--- src/rtl/usec_tb_pkg.sv ---
package usec_tb_pkg;
  localparam int FIELD_W = 8;
  localparam int CFG_W   = 2 * FIELD_W;
  localparam int MOD_W   = FIELD_W + 1;
  localparam int SUM_W   = FIELD_W + 2;

  localparam logic [7:0] OFF_COUNT  = 8'h10;
  localparam logic [7:0] OFF_RATIO  = 8'h14;
  localparam logic [7:0] OFF_HOLD   = 8'h4c;
  localparam logic [CFG_W-1:0] RATIO_RESET = 16'h000b;

  typedef struct packed {
    logic [FIELD_W-1:0] ticks_m1;
    logic [FIELD_W-1:0] cycles_m1;
  } ratio_t;

  function automatic logic [MOD_W-1:0] ratio_step(input ratio_t r);
    return MOD_W'(r.ticks_m1) + MOD_W'(1);
  endfunction

  function automatic logic [MOD_W-1:0] ratio_mod(input ratio_t r);
    return MOD_W'(r.cycles_m1) + MOD_W'(1);
  endfunction

  // Next accumulator value; the remainder is clamped below the modulus.
  function automatic logic [MOD_W-1:0] acc_next(input logic [MOD_W-1:0] acc,
                                                input logic [MOD_W-1:0] step,
                                                input logic [MOD_W-1:0] modv);
    logic [SUM_W-1:0] sum;
    logic [SUM_W-1:0] rem;
    sum = SUM_W'(acc) + SUM_W'(step);
    rem = sum - SUM_W'(modv);
    if (sum < SUM_W'(modv))      return MOD_W'(sum);
    else if (rem >= SUM_W'(modv)) return modv - MOD_W'(1);
    else                          return MOD_W'(rem);
  endfunction

  function automatic logic acc_hit(input logic [MOD_W-1:0] acc,
                                   input logic [MOD_W-1:0] step,
                                   input logic [MOD_W-1:0] modv);
    return (SUM_W'(acc) + SUM_W'(step)) >= SUM_W'(modv);
  endfunction
endpackage

--- src/rtl/usec_ratio_regs.sv ---
module usec_ratio_regs
  import usec_tb_pkg::*;
#(
  parameter int ADDR_W = 8,
  parameter int DATA_W = 32,
  parameter int CNT_W  = 32
) (
  input  logic              clk,
  input  logic              rst_n,
  input  logic [ADDR_W-1:0] reg_addr,
  input  logic              reg_wr,
  input  logic [CFG_W-1:0]  reg_wdata,
  input  logic [CNT_W-1:0]  count,
  output ratio_t            ratio,
  output logic              ratio_wr,
  output logic [DATA_W-1:0] reg_rdata
);
  logic sel_count;
  logic sel_ratio;

  assign sel_count = (reg_addr == ADDR_W'(OFF_COUNT));
  assign sel_ratio = (reg_addr == ADDR_W'(OFF_RATIO));
  assign ratio_wr  = reg_wr && sel_ratio;

  always_ff @(posedge clk or negedge rst_n) begin
    if (!rst_n)        ratio <= ratio_t'(RATIO_RESET);
    else if (ratio_wr) ratio <= ratio_t'(reg_wdata);
  end

  // The reserved hold offset and all unmapped offsets fall to zero.
  always_comb begin
    reg_rdata = '0;
    if (sel_count)      reg_rdata[CNT_W-1:0] = count;
    else if (sel_ratio) reg_rdata[CFG_W-1:0] = ratio;
  end
endmodule

--- src/rtl/usec_frac_prescaler.sv ---
module usec_frac_prescaler
  import usec_tb_pkg::*;
(
  input  logic             clk,
  input  logic             rst_n,
  input  ratio_t           ratio,
  input  logic             clear,
  output logic             advance,
  output logic [MOD_W-1:0] acc,
  output logic [MOD_W-1:0] modulus
);
  logic [MOD_W-1:0] step;

  assign step    = ratio_step(ratio);
  assign modulus = ratio_mod(ratio);
  assign advance = !clear && acc_hit(acc, step, modulus);

  always_ff @(posedge clk or negedge rst_n) begin
    if (!rst_n)     acc <= '0;
    else if (clear) acc <= '0;
    else            acc <= acc_next(acc, step, modulus);
  end
endmodule

--- src/rtl/usec_counter.sv ---
module usec_counter #(
  parameter int CNT_W = 32
) (
  input  logic             clk,
  input  logic             rst_n,
  input  logic             advance,
  output logic [CNT_W-1:0] count,
  output logic             tick
);
  always_ff @(posedge clk or negedge rst_n) begin
    if (!rst_n) begin
      count <= '0;
      tick  <= 1'b0;
    end else begin
      tick <= advance;
      if (advance) count <= count + CNT_W'(1);
    end
  end
endmodule

--- src/rtl/usec_timebase.sv ---
module usec_timebase
  import usec_tb_pkg::*;
#(
  parameter int ADDR_W = 8,
  parameter int DATA_W = 32,
  parameter int CNT_W  = 32
) (
  input  logic              clk,
  input  logic              rst_n,
  input  logic [ADDR_W-1:0] reg_addr,
  input  logic              reg_wr,
  input  logic [CFG_W-1:0]  reg_wdata,
  output logic [DATA_W-1:0] reg_rdata,
  output logic              tick_1us
);
  ratio_t           ratio_q;
  logic             ratio_wr_evt;
  logic             advance_evt;
  logic [MOD_W-1:0] acc_val;
  logic [MOD_W-1:0] mod_val;
  logic [CNT_W-1:0] cnt_val;

  usec_ratio_regs #(.ADDR_W(ADDR_W), .DATA_W(DATA_W), .CNT_W(CNT_W)) u_regs (
    .clk(clk), .rst_n(rst_n), .reg_addr(reg_addr), .reg_wr(reg_wr),
    .reg_wdata(reg_wdata), .count(cnt_val), .ratio(ratio_q),
    .ratio_wr(ratio_wr_evt), .reg_rdata(reg_rdata)
  );

  usec_frac_prescaler u_pre (
    .clk(clk), .rst_n(rst_n), .ratio(ratio_q), .clear(ratio_wr_evt),
    .advance(advance_evt), .acc(acc_val), .modulus(mod_val)
  );

  usec_counter #(.CNT_W(CNT_W)) u_cnt (
    .clk(clk), .rst_n(rst_n), .advance(advance_evt),
    .count(cnt_val), .tick(tick_1us)
  );
endmodule

--- config.mk ---
export PLATFORM = sky130hd
export DESIGN_NAME = usec_timebase
export DESIGN_NICKNAME = d
export VERILOG_FILES = /design/src/rtl/usec_tb_pkg.sv /design/src/rtl/usec_ratio_regs.sv /design/src/rtl/usec_frac_prescaler.sv /design/src/rtl/usec_counter.sv /design/src/rtl/usec_timebase.sv
export SDC_FILE = /design/constraint.sdc
export NUM_CORES = 1
export LEC_CHECK = 0
export ABC_AREA = 1
export BUFFER_PORTS_ARGS = -buffer_cell sky130_fd_sc_hd__buf_2
export CORE_MARGIN = 2
export CORE_UTILIZATION = 40
export DETAILED_ROUTE_END_ITERATION = 6
export GPL_ROUTABILITY_DRIVEN = 0
export HOLD_SLACK_MARGIN = 0.05
export PLACE_DENSITY_LB_ADDON = 0.05
export SYNTH_ARGS = -nofsm -noshare
export SYNTH_HDL_FRONTEND = slang
export SYNTH_SLANG_ARGS = --single-unit
--- constraint.sdc ---
create_clock -name clk -period 10.7 [get_ports clk]
set_input_delay 1.07 -clock clk [delete_from_list [all_inputs] [get_ports clk]]
set_output_delay 1.07 -clock clk [all_outputs]
set_load 0.03 [all_outputs]
Word-level counts from Yosys, hierarchy flattened
Cells that the tools add are included.
- reduce and logical (&&, ||, !) cells: 3
- eq/ne operators: 2
- multiplexer cells: 6
- order comparisons: 3
- add/subtract/negate cells: 6
- operators by type and width (cell ; number):
    two-way mux 16 bit ; 3
    adder 32 x 1 -> 32 bit, second input constant ; 1
    two-way mux 9 bit ; 3
    >= comparator 10 x 9 -> 1 bit ; 2
    adder 8 x 1 -> 9 bit, second input constant ; 2
    equality test 8 x 5 -> 1 bit, second input constant ; 2
    adder 9 x 9 -> 10 bit ; 1
    less-than comparator 10 x 9 -> 1 bit ; 1
    subtractor 10 x 9 -> 10 bit ; 1
    subtractor 9 x 1 -> 9 bit, second input constant ; 1
    logical AND 1 bit ; 2
    zero test 1 bit ; 1
- bits in registers: 58
- output and inout bits: 33
- input bits: 27
- word-level logic and storage cells: 25

Logic depth before layout (Yosys ltp)
- word-level depth: 7
- mapped depth: 28

Hierarchy
From an unflattened synthesis, not the netlist that was laid out.
- cell total of the unflattened synthesis: 714
- area total of the unflattened synthesis: 4941.0 um^2
- by module, submodules not included (module ; times used ; area each (um^2) ; cells an instance):
    usec_frac_prescaler ; 1 ; 1965.6 ; 311
    usec_counter ; 1 ; 1786.7 ; 230
    usec_ratio_regs ; 1 ; 1188.6 ; 173

Worst setup path before layout
OpenSTA, ideal clock, no wires.
- path kind: reg2reg
- start point: register u_regs.ratio[8] (netlist name)
- end point: register u_pre.acc[0]
- path buffers: 1
- cell stages (with the launch flop): 28
- arrival time: 3.858 ns
- setup slack: 6.729 ns
- cells stage by stage: dfrtp_1 -> inv_1 -> ha_1 -> inv_1 -> fa_1 -> nand3_1 -> nand2_1 -> a21oi_1 -> o21bai_1 -> xor2_1 -> inv_1 -> ha_1 -> a21oi_1 -> a21boi_0 -> nand2_1 -> xor2_1 -> ha_1 -> nand2_1 -> inv_1 -> o21ai_0 -> nand2_1 -> a21oi_1 -> nand3_2 -> buf_6 -> nand2_1 -> o211ai_2 -> nand2_1 -> inv_1
- cells in the longest elaborated chain, start to end: 7
- elaborated cells on any way between the ends: 8
- classes of those cells: add/sub: 3; order compare: 2; mux: 3
- RTL lines (element ; line ; text):
    adder 8 x 1 -> 9 bit * ; usec_tb_pkg.sv:18 ; return MOD_W'(r.ticks_m1) + MOD_W'(1);
    adder 9 x 9 -> 10 bit * ; usec_tb_pkg.sv:31 ; sum = SUM_W'(acc) + SUM_W'(step);
    subtractor 10 x 9 -> 10 bit ; usec_tb_pkg.sv:32 ; rem = sum - SUM_W'(modv);
    >= comparator 10 x 9 -> 1 bit ; usec_tb_pkg.sv:34 ; else if (rem >= SUM_W'(modv)) return modv - MOD_W'(1);
    two-way mux 9 bit ; usec_tb_pkg.sv:34 ;
    two-way mux 9 bit * ; usec_tb_pkg.sv:33 ; if (sum < SUM_W'(modv)) return MOD_W'(sum);
    two-way mux 9 bit * ; usec_frac_prescaler.sv:20 ; else if (clear) acc <= '0;
    to (signal assigned) ; usec_frac_prescaler.sv:21 ; else acc <= acc_next(acc, step, modulus);
    to (decl) ; usec_frac_prescaler.sv:9 ; output logic [MOD_W-1:0] acc,
Mark *: on every way between the ends. The rest lies on a longest branch, timed or not.
A chain may end at the register's enable or synchronous reset.

Worst setup path in the final report
- start point: register u_regs.ratio[8] (netlist name)
- end point: register u_pre.acc[8]
- cells in the longest elaborated chain, start to end: 7
- elaborated cells on any way between the ends: 8
- classes of those cells: add/sub: 3; order compare: 2; mux: 3
- RTL lines (element ; line):
    adder 8 x 1 -> 9 bit * ; usec_tb_pkg.sv:18
    adder 9 x 9 -> 10 bit * ; usec_tb_pkg.sv:31
    subtractor 10 x 9 -> 10 bit ; usec_tb_pkg.sv:32
    >= comparator 10 x 9 -> 1 bit ; usec_tb_pkg.sv:34
    two-way mux 9 bit ; usec_tb_pkg.sv:34
    two-way mux 9 bit * ; usec_tb_pkg.sv:33
    two-way mux 9 bit * ; usec_frac_prescaler.sv:20
Marked as above.

==> reports/qor.txt <==
outcome: complete, no violations
DRC Markers: 0
fillers: 1,241
Starting Density: 0.406
max-slew violation count: 0
Via density: 4.90
Hold Path Class: flop to flop
# Max-Cap Violations: 0
DIE WIDTH: 114 µm
drt total wl: 12,900 µm
# hold bufs at CTS: 0
syn nets: 728
Worst setup EP type: flop
number of global-route vias before repair: 4,406
Clock Sinks: 58
max incr delay on CP: 420 ps
Final Critical Period: 4600 ps
synthesis-stage register bit count: 58
All-Layer GR Usage: 0.213
Finished Cell Area: 5520 µm²
number of DRC markers in iteration 0: 188
Synth top area share: 0.284
Post-DP Area: 5180 µm²
detailed-router iteration count before antenna repair: 5
initial antenna violation count: 0
Worst Path Max Fanout: 11
Placed Instances: 862
io pins: 60
Mapped Cells: 671
Setup TNS: 0 ps
top cells by count, synth: nand2_1, inv_1, dfrtp_1, nor2_1, xor2_1
Seq/Total Area, Yosys: 0.301
post-synthesis compound-gate area fraction: 0.0864
Port-buffer cells: 59
Vias: 4,300
final core occ: 0.463
layout cells sized above 1: 0.194
YS warnings: 0
top-count cell post-synth: nand2_1
top_reg_cell synth: dfrtp_1
max layer used: met4
RR Startpoint: u_regs.ratio[8]
WP data arrival: 4780 ps
Setup Viol. Count Final: 0
clock-pin slew on the worst setup and hold paths: 50 ps
total grt overflow: 0
fmax: 0.217 GHz
post-synthesis xor/xnor area fraction: 0.0959
Final Hold Fails: 0
Area Growth Syn to Fin: 14.1%
simple-gate area share of the yosys netlist: 0.329
TritonCTS clock tree: done
# diodes: 0
depth of the CTS H-tree: 3
metal2 WL: 6320 µm
Avg Cell Area, Syn: 7.21 µm²
pin count of the biggest net entering global routing: 59
critical path's slowest cell: a21oi_1
CP Class: flop to flop
first-pass GRT wire length: 21,600 µm
Cell Area, Synth: 4840 µm²
post-detail-place hpwl: 10,000 µm
postcts setup bufs: 0
total CTS buffers: 9
Root Driver: clkbuf_16
largest delay contributor family on the critical path: adder cells
met3 wire length: 403 µm
Hold Crit Start: u_cnt.count[31]
mean routed wirelength per cell: 14.7 µm
Post-synth EDFFs: 0
CP most frequent cell: nand2_1
antenna-violating nets left: 0
# rows: 40
Chip Height: 114 µm
area leader, netlist: dfrtp_1
crit path from: u_regs.ratio[8]
Max-slew headroom: 0.345
RSZ-0062 raised after global routing: false
Core Footprint: 11,900 µm²
met1 WL: 5840 µm
Die Area: 13,000 µm²
Non-Filler Instances: 878
Worst Setup Start Kind: flop
Leakage: 2.80 nW
Max VDD drop: 0.191 mV
Worst Tran Pin Value: 981 ps
mux share of post-synthesis cell area: 0
layout net count: 783
main combinational cell family by area after synthesis: simple AND/OR/NAND/NOR gates
Worst Skew: 5.96 ps
overall power: 2.06 mW
clock insertion delay at the later pin of the skew report: 330 ps
CTS resizes: 0
Yosys cell types: 44
Req. time, crit path: 10,870 ps
period utilization: 0.430
Async S/R FF share, synth: 1.00
post-synthesis adder-cell area fraction: 0.0807
worst path buffer plus inverter count: 4
Pwr Density: 373 nW/µm²
main area contributors after synthesis: dfrtp_1, nand2_1, xor2_1
Clock Tree Buf Depth: 2
-- layout make-up --
| class | count | area (µm²) | share of cell area |
|---|---|---|---|
| well taps | 147 | 184 | 0.0333 |
| flip-flops and latches | 58 | 1460 | 0.264 |
| repair buffers | 61 | 310 | 0.0562 |
| clock inverters | 4 | 72.6 | 0.0131 |
| multi-input cells | 499 | 2860 | 0.519 |
| clock buffers | 12 | 267 | 0.0483 |
| inverters | 97 | 368 | 0.0667 |
-- where the power goes --
part / internal, mW / switching [mW] / leakage, nW / total, mW
Clock: 0.222 / 0.102 / 0.165 / 0.324
Combinational: 0.478 / 0.964 / 1.93 / 1.44
Sequential: 0.267 / 0.0252 / 0.705 / 0.292
Total: 0.967 / 1.09 / 2.80 / 2.06
-- worst paths after layout --
check	to	slack, ps	cells after the start
max in group asynchronous	u_pre.acc[8]	9280	2
max reg2reg	u_pre.acc[8]	6100	26
min in group asynchronous	u_cnt.count[21]	900	2
min reg2reg	u_cnt.count[31]	500	2
min	u_cnt.count[31]	500	2
max	u_pre.acc[8]	6100	26
-- tightest hold or removal path, stage by stage, from the launching register on --
cell and delay, ps:
dfrtp_1 360, nand2_2 50, nand2_1 50
-- state kept, by name (all words and copies together), names as in the netlist --
signal and cells:
u_regs.ratio 16, u_pre.acc 9, u_cnt.tick 1, u_cnt.count 32
-- kinds of logic after synthesis --
family	Yosys count
adders and majority gates	30
DFF	58
and+or+nand+nor	348
buffers and inverters	114
AOI/OAI and AO/OA	68
xor gates and xnor gates	53
-- cell usage in the layout, fill, tap and decap left out, drive strengths merged, types with 3 or more instances in the layout --
| master | instances |
|---|---|
| nor2 | 52 |
| ha | 28 |
| nor3 | 25 |
| nand4 | 12 |
| xor2 | 48 |
| dfrtp | 55 |
| o21ai | 30 |
| nand3 | 32 |
| buf | 61 |
| nand2 | 218 |
| clkbuf | 12 |
| inv | 96 |
| nor4 | 4 |
| o22ai | 16 |
| a21oi | 13 |
| xnor2 | 5 |
| o211ai | 3 |
| dfstp | 3 |
-- per-layer routing --
metal / GRT usage / vias to the layer above
met2: 0.358 / 65
met5: 0 / -
met3: 0.0388 / 21
met4: 0.0935 / 0
met1: 0.268 / 1969
li1: - / 2245
-- through the flow --
stage | worst slack (ps) | hold slack, ps
floorplan | 6730 | 461
global placement | 6290 | 473
detailed placement | 6130 | 481
CTS | 6110 | 497
global route | 5540 | 516
finish | 6100 | 497
No activity file was read; power rests on OpenSTA's default activity.
